--- src/rtl/alu_pkg.sv ---
// Package: shared field encodings for the integer ALU control word.
// Assumes the control layout {class[1:0], sub, var_amt, kind[1:0], lfn[1:0]}.
package alu_pkg;
    localparam int CTRL_W = 8;

    typedef enum logic [1:0] {
        CLS_ARITH = 2'b00,
        CLS_LOGIC = 2'b01,
        CLS_SHIFT = 2'b10,
        CLS_RSVD  = 2'b11
    } fclass_e;

    typedef enum logic [1:0] {
        SK_NONE = 2'b00,
        SK_SLL  = 2'b01,
        SK_SRL  = 2'b10,
        SK_SRA  = 2'b11
    } shkind_e;

    typedef enum logic [1:0] {
        LF_AND = 2'b00,
        LF_OR  = 2'b01,
        LF_XOR = 2'b10,
        LF_NOR = 2'b11
    } logfn_e;

    typedef struct packed {
        fclass_e cls;
        logic    sub;
        logic    var_amt;
        shkind_e kind;
        logfn_e  lfn;
    } ctrl_t;
endpackage

--- src/rtl/alu_addsub.sv ---
// Adder/subtractor: one adder; subtraction inverts opb and forces carry-in high.
// Assumes two's-complement operands of width W; the overflow flag is raw (class gating is done by the top).
module alu_addsub #(
    parameter int W = 32
) (
    input  logic [W-1:0] a,
    input  logic [W-1:0] b,
    input  logic         sub,
    output logic [W-1:0] sum,
    output logic         ovf
);
    logic [W-1:0] b_eff;

    // Conditional inversion of the second operand.
    always_comb b_eff = sub ? ~b : b;

    // Single carry-propagate add with the subtract bit as carry-in.
    always_comb sum = a + b_eff + {{(W-1){1'b0}}, sub};

    // Signed overflow: operands agree in sign, sum disagrees.
    always_comb ovf = (a[W-1] == b_eff[W-1]) && (sum[W-1] != a[W-1]);

    // Guards for the subtract path and the overflow rule.
    always_comb begin
        p_sub_self_r2: assert (!(sub && (a == b)) || (sum == '0))
            else $error("R2: a - a not zero");
        p_ovf_sign_r9: assert (!ovf || (sum[W-1] != a[W-1]))
            else $error("R9: overflow without sign change");
    end
endmodule

--- src/rtl/alu_logic.sv ---
// Bitwise unit: AND, OR, XOR or NOR of two words, chosen by a 2-bit code.
// Assumes the alu_pkg logic encoding.
module alu_logic #(
    parameter int W = 32
) (
    input  logic [W-1:0]   a,
    input  logic [W-1:0]   b,
    input  alu_pkg::logfn_e fn,
    output logic [W-1:0]   y
);
    import alu_pkg::*;

    // Function select.
    always_comb begin
        unique case (fn)
            LF_AND:  y = a & b;
            LF_OR:   y = a | b;
            LF_XOR:  y = a ^ b;
            default: y = ~(a | b);
        endcase
    end

    // NOR output may not share a set bit with either operand.
    always_comb begin
        p_nor_disjoint_r3: assert (!(fn == LF_NOR) || ((y & (a | b)) == '0))
            else $error("R3: NOR overlaps operands");
    end
endmodule

--- src/rtl/alu_shifter.sv ---
// Log-stage barrel shifter: stage i moves the word by 2**i when amt[i] is set.
// Assumes W is a power of two and SW = log2(W); kind NONE passes din through.
module alu_shifter #(
    parameter int W  = 32,
    parameter int SW = $clog2(W)
) (
    input  logic [W-1:0]    din,
    input  logic [SW-1:0]   amt,
    input  alu_pkg::shkind_e kind,
    output logic [W-1:0]    dout
);
    import alu_pkg::*;

    logic         go_right;
    logic         fill;
    logic [W-1:0] cur;

    // Direction and fill value for vacated positions.
    always_comb begin
        go_right = (kind == SK_SRL) || (kind == SK_SRA);
        fill     = (kind == SK_SRA) && din[W-1];
    end

    // Cascade of power-of-two multiplexer stages.
    always_comb begin
        cur = din;
        for (int i = 0; i < SW; i++) begin
            if (amt[i]) begin
                if (go_right)
                    cur = (cur >> (1 << i)) | (fill ? ~({W{1'b1}} >> (1 << i)) : '0);
                else
                    cur = cur << (1 << i);
            end
        end
        dout = (kind == SK_NONE) ? din : cur;
    end

    // Sign fill, zero fill and pass-through guards.
    always_comb begin
        p_sra_fill_r5: assert (!(kind == SK_SRA && din[W-1]) || dout[W-1])
            else $error("R5: sign not replicated");
        p_sll_low_r4: assert (!(kind == SK_SLL && amt != '0) || !dout[0])
            else $error("R4: left shift did not zero-fill");
        p_pass_r4: assert (!(kind == SK_NONE) || (dout == din))
            else $error("R4: no-shift altered data");
    end
endmodule

--- src/rtl/int_alu_core.sv ---
// Top: decodes the control word, runs the three sections in parallel and selects the result.
// Assumes purely combinational use; flags follow the selected result.
module int_alu_core #(
    parameter int W  = 32,
    parameter int SW = $clog2(W)
) (
    input  logic [7:0]    ctrl,
    input  logic [W-1:0]  opa,
    input  logic [W-1:0]  opb,
    input  logic [SW-1:0] shamt_imm,
    output logic [W-1:0]  result,
    output logic          zero,
    output logic          ovf
);
    import alu_pkg::*;

    ctrl_t         c;
    logic [W-1:0]  arith_y;
    logic [W-1:0]  logic_y;
    logic [W-1:0]  shift_y;
    logic          arith_ovf;
    logic [SW-1:0] amt;

    // Field split of the control word.
    always_comb c = ctrl_t'(ctrl);

    // Shift count source: constant field or low bits of opa.
    always_comb amt = c.var_amt ? opa[SW-1:0] : shamt_imm;

    alu_addsub #(.W(W)) i_addsub (
        .a(opa), .b(opb), .sub(c.sub), .sum(arith_y), .ovf(arith_ovf)
    );

    alu_logic #(.W(W)) i_logic (
        .a(opa), .b(opb), .fn(c.lfn), .y(logic_y)
    );

    alu_shifter #(.W(W), .SW(SW)) i_shifter (
        .din(opb), .amt(amt), .kind(c.kind), .dout(shift_y)
    );

    // Result multiplexer by function class.
    always_comb begin
        unique case (c.cls)
            CLS_ARITH: result = arith_y;
            CLS_LOGIC: result = logic_y;
            CLS_SHIFT: result = shift_y;
            default:   result = '0;
        endcase
    end

    // Flags: zero detect and class-gated overflow.
    always_comb begin
        zero = ~|result;
        ovf  = (c.cls == CLS_ARITH) && arith_ovf;
    end

    // Flag and reserved-class guards.
    always_comb begin
        p_ovf_class_r9: assert (!ovf || (c.cls == CLS_ARITH))
            else $error("R9: overflow outside arithmetic class");
        p_rsvd_zero_r7: assert (!(c.cls == CLS_RSVD) || zero)
            else $error("R7: reserved class not zero");
        p_zero_r8: assert (!zero || !(c.cls == CLS_LOGIC && c.lfn == LF_OR && (opa | opb) != '0))
            else $error("R8: zero flag with nonzero OR");
    end
endmodule

--- config.mk ---
export PLATFORM = sky130hd
export DESIGN_NAME = int_alu_core
export DESIGN_NICKNAME = d
export VERILOG_FILES = /design/src/rtl/alu_pkg.sv /design/src/rtl/alu_addsub.sv /design/src/rtl/alu_logic.sv /design/src/rtl/alu_shifter.sv /design/src/rtl/int_alu_core.sv
export SDC_FILE = /design/constraint.sdc
export NUM_CORES = 1
export LEC_CHECK = 0
export ABC_AREA = 1
export BUFFER_PORTS_ARGS = -buffer_cell sky130_fd_sc_hd__clkbuf_2
export CORE_UTILIZATION = 50
export DETAILED_ROUTE_END_ITERATION = 10
export PLACE_DENSITY = 0.76
export SETUP_SLACK_MARGIN = 0.15
export SLEW_MARGIN = 0
export SYNTH_ARGS = -nofsm -noshare
export SYNTH_HDL_FRONTEND = slang
export SYNTH_SLANG_ARGS = --single-unit
--- constraint.sdc ---
create_clock -name vclk -period 4.4
set_input_delay 0.66 -clock vclk [all_inputs]
set_output_delay 0.66 -clock vclk [all_outputs]
set_load 0.02 [all_outputs]
==> parameters.txt <==
Parameter                              Value

Outcome
  Run status    completed

Drt
  Post-detailed-route wirelength per cell    20.1 um
  Via density    6.13
  First-pass iteration count of the detailed router    6
  Vias after detailed routing    12200
  Antenna-violating nets left    0
  Aggregate routed wire length    40000 um
  DRC violations left    0
  Initial detailed-routing violation count    1651

CTS
  Quantity of hold-fixing buffers added after cts    0

Logic synthesis
  Register area share after synthesis    0%
  Portion of synthesized cell area occupied by the leading cell type    25.2%
  Synthesized cell area    8100 um^2
  Dominant combinational cell family by area after synthesis    simple AND/OR/NAND/NOR gates
  Avg Synthesized Cell Area    5.24 um^2
  Synth unique cells    47
  Fraction of synthesized cell area in xor and xnor cells    3.89%
  Adder and majority cell fraction of the synthesized area    14.8%
  Post-synth net total    1718
  Share of synthesized area spent on multiplexers    0%
  Synth Area in Simple Gates    50.9%
  Synth warnings    0
  Biggest area consumer among synthesized cells    sky130_fd_sc_hd__nand2_1
  Count of mapped cells out of synthesis    1546
  Area fraction in compound gates after synthesis    18.7%
  Largest cells by area after synthesis    sky130_fd_sc_hd__nand2_1, sky130_fd_sc_hd__ha_1, sky130_fd_sc_hd__nand3_1

Floorplan
  Initial cell density of the core    51.2%
  Die Width    129 um
  Chip height    129 um
  Top-level port count    111
  Core area    15800 um^2
  Site Rows    46
  Die footprint    16700 um^2

Placed design
  Port buffer count    111
  Placement-stage worst setup slack    -0.0468 ns
  Post-detail-place hpwl    31600 um
  GPL Wtd Cong    1.06

STA
  Total Neg Setup Slack    0 ns
  Max transition margin    36.4%
  Fin crit share    98.7%
  Min cycle time layout    4.34 ns
  Endpoints failing hold    0
  RSZ-0062 raised after global routing    yes
  Final setup viols    0
  Max-slew violation count    0
  Minimum setup slack in the final design    0.0577 ns
  Peak Freq    0.230 GHz
  Worst slew pin tran    0.950 ns

Global routing
  Wire length of the first global-routing pass    58700 um
  Vias in the first global route    10700
  Leftover overflow at the end of global routing    0
  Antenna violations before repair    2
  Global-route usage over all layers    45.5%
  Pin count of the biggest net entering global routing    35

Cells and area
  Footprint of the multi-input gates    7520 um^2
  Most frequent cells in the layout    sky130_fd_sc_hd__nand2_1, sky130_fd_sc_hd__nand3_1, sky130_fd_sc_hd__buf_4
  Sequential cell area    0 um^2
  Number of sequential storage elements    0
  Growth of design area from synthesis to finish    29.6%
  Layout Nets    1946
  Layout fillers    1451
  Number of clock buffers in the layout    0
  Most common cell after layout, fill and taps aside    sky130_fd_sc_hd__nand2_1
  Share of final-layout standard cells stronger than drive strength 1    23.8%

Pwr
  Highest ir drop seen on vdd    0.000120 V
  Fraction of power consumed by sequential logic    0%
  Logic pwr share    100.0%
  Design Power    1930 uW
  P_int    721 uW
  Sw power    1210 uW
  Clk pwr share    0%
  Sw Ratio    62.6%
  P_leak    0.00562 uW
  PD cells    184 nW/um^2

Min path
  Hold crit path type    input pin to output port

Setup path
  Startpoint types    input pin
  Slowest cell on the critical path    sky130_fd_sc_hd__ha_1
  Required time of the critical path    3.74 ns
  Cells traversed along the worst timing path    buf_12 -> buf_12 -> buf_12 -> xor2_2 -> ha_1 -> a21oi_2 -> o21ai_4 -> a21boi_4 -> o21ai_2 -> nand2_1 -> nand2_2 -> buf_6 -> xnor2_2 -> o22ai_1 -> inv_1 -> nand2_2 -> nor2_1 -> nand2_1 -> nor2_1 -> nand2_1 -> nor2_2 -> clkbuf_8
  Critical path data arrival time    3.68 ns
  Largest driver fanout on the critical path    7
  Delay of the slowest cell on the worst path    0.36 ns
  Nature of the critical path endpoint    output port
  Crit Path Class    input pin to output port

Run
  Reported max-cap violation count    0
==> area by class of cell <==
type | count | area share [%]
Multi-Input combinational cell | 1329 | 71.7
Antenna cell | 2 | 0.0477
Inverter | 140 | 5.08
Timing Repair Buffer | 303 | 20.6
Tap cell | 216 | 2.58
==> cells in the mapped netlist, types with 2 or more instances <==
cell type	instances
sky130_fd_sc_hd__nand2_2	3
sky130_fd_sc_hd__ha_1	94
sky130_fd_sc_hd__a221oi_1	11
sky130_fd_sc_hd__o21ai_2	5
sky130_fd_sc_hd__nand3_1	235
sky130_fd_sc_hd__nand4_1	23
sky130_fd_sc_hd__o21ai_1	18
sky130_fd_sc_hd__nand2_1	544
sky130_fd_sc_hd__xnor2_1	4
sky130_fd_sc_hd__buf_4	6
sky130_fd_sc_hd__nor2_2	2
sky130_fd_sc_hd__o21bai_1	5
sky130_fd_sc_hd__nand3_2	17
sky130_fd_sc_hd__or2_1	2
sky130_fd_sc_hd__o22ai_1	3
sky130_fd_sc_hd__o21a_1	4
sky130_fd_sc_hd__nand3b_1	4
sky130_fd_sc_hd__o2111ai_1	21
sky130_fd_sc_hd__nor3_1	4
sky130_fd_sc_hd__o221ai_1	2
sky130_fd_sc_hd__nor4_1	3
sky130_fd_sc_hd__nand2_8	2
sky130_fd_sc_hd__nor2_4	3
sky130_fd_sc_hd__buf_2	30
sky130_fd_sc_hd__or2_2	3
sky130_fd_sc_hd__nand2_4	2
sky130_fd_sc_hd__a21boi_0	4
sky130_fd_sc_hd__a21oi_1	105
sky130_fd_sc_hd__buf_6	7
sky130_fd_sc_hd__clkbuf_1	29
sky130_fd_sc_hd__nor2_1	88
sky130_fd_sc_hd__o211ai_1	8
sky130_fd_sc_hd__buf_1	4
sky130_fd_sc_hd__clkinv_1	3
sky130_fd_sc_hd__inv_4	2
sky130_fd_sc_hd__xor2_1	32
sky130_fd_sc_hd__o21ai_0	70
sky130_fd_sc_hd__inv_1	135
==> power groups by stage <==
| stage | Clock, uW | Sequential, uW | Combinational [uW] |
|---|---|---|---|
| detailed placement | 0 | 0 | 1710 |
| CTS | 0 | 0 | 1740 |
| floorplan | 0 | 0 | 994 |
| global placement | 0 | 0 | 1700 |
| finish | 0.000139 | 0 | 1930 |
| global route | 0 | 0 | 2060 |
==> logic make-up (layout without fill, tap and decap cells) <==
logic type               Yosys count  count (layout)
AND/OR/NAND/NOR                  938             938
AO/OA/AOI/OAI                    260             260
buffers and inverters            217             443
adder cells (fa/ha/maj)           95              95
XOR/XNOR                          36              36
other                              0               2
==> routing by layer <==
metal / up-vias / routed length, um / GRT usage, % / share of wire (%)
met1: 5427 / 15700 / 60.7 / 39
met3: 174 / 5150 / 7.39 / 13
met5: - / 0 / 0 / 0
met2: 945 / 16700 / 70.7 / 42
li1: 5649 / - / - / -
met4: 0 / 2470 / 22.1 / 6.2
==> per-stage QoR <==
stage / hold WS, ns / instance area (um^2) / cells / utilization (%)
6_report: 1.82 / 10500 / 1990 / 66.3
5_1_grt: 1.85 / 10500 / 1988 / 66.3
4_1_cts: 1.78 / 10000 / 1975 / 63.2
3_5_place_dp: 1.78 / 9920 / 1972 / 62.7
3_3_place_gp: 1.78 / 9920 / 1972 / 62.7
2_1_floorplan: 1.51 / 8100 / 1546 / -
==> repair_timing <==
| item | in CTS | in global routing |
|---|---|---|
| gates resized for setup | 28 | 96 |
| setup buffers | 3 | 12 |
| pin swaps | 7 | 40 |
| gates cloned | 0 | 1 |
| setup endpoints to repair | 1 | 3 |
==> path summary, 6_finish.rpt <==
path,startpoint,endpoint,slack (ns),depth (start not counted)
max,ctrl[5],zero,0.06,22
min,opa[31],ovf,1.82,4
==> critical path: cells and delay by family <==
family                     cells  cell delay, ns
and+or+nand+nor                8            0.86
adders and majority gates      1            0.36
xor gates and xnor gates       2            0.28
buffers and inverters          6            0.80
AOI/OAI and AO/OA              5            0.71
No activity file was read; power rests on OpenSTA's default activity.
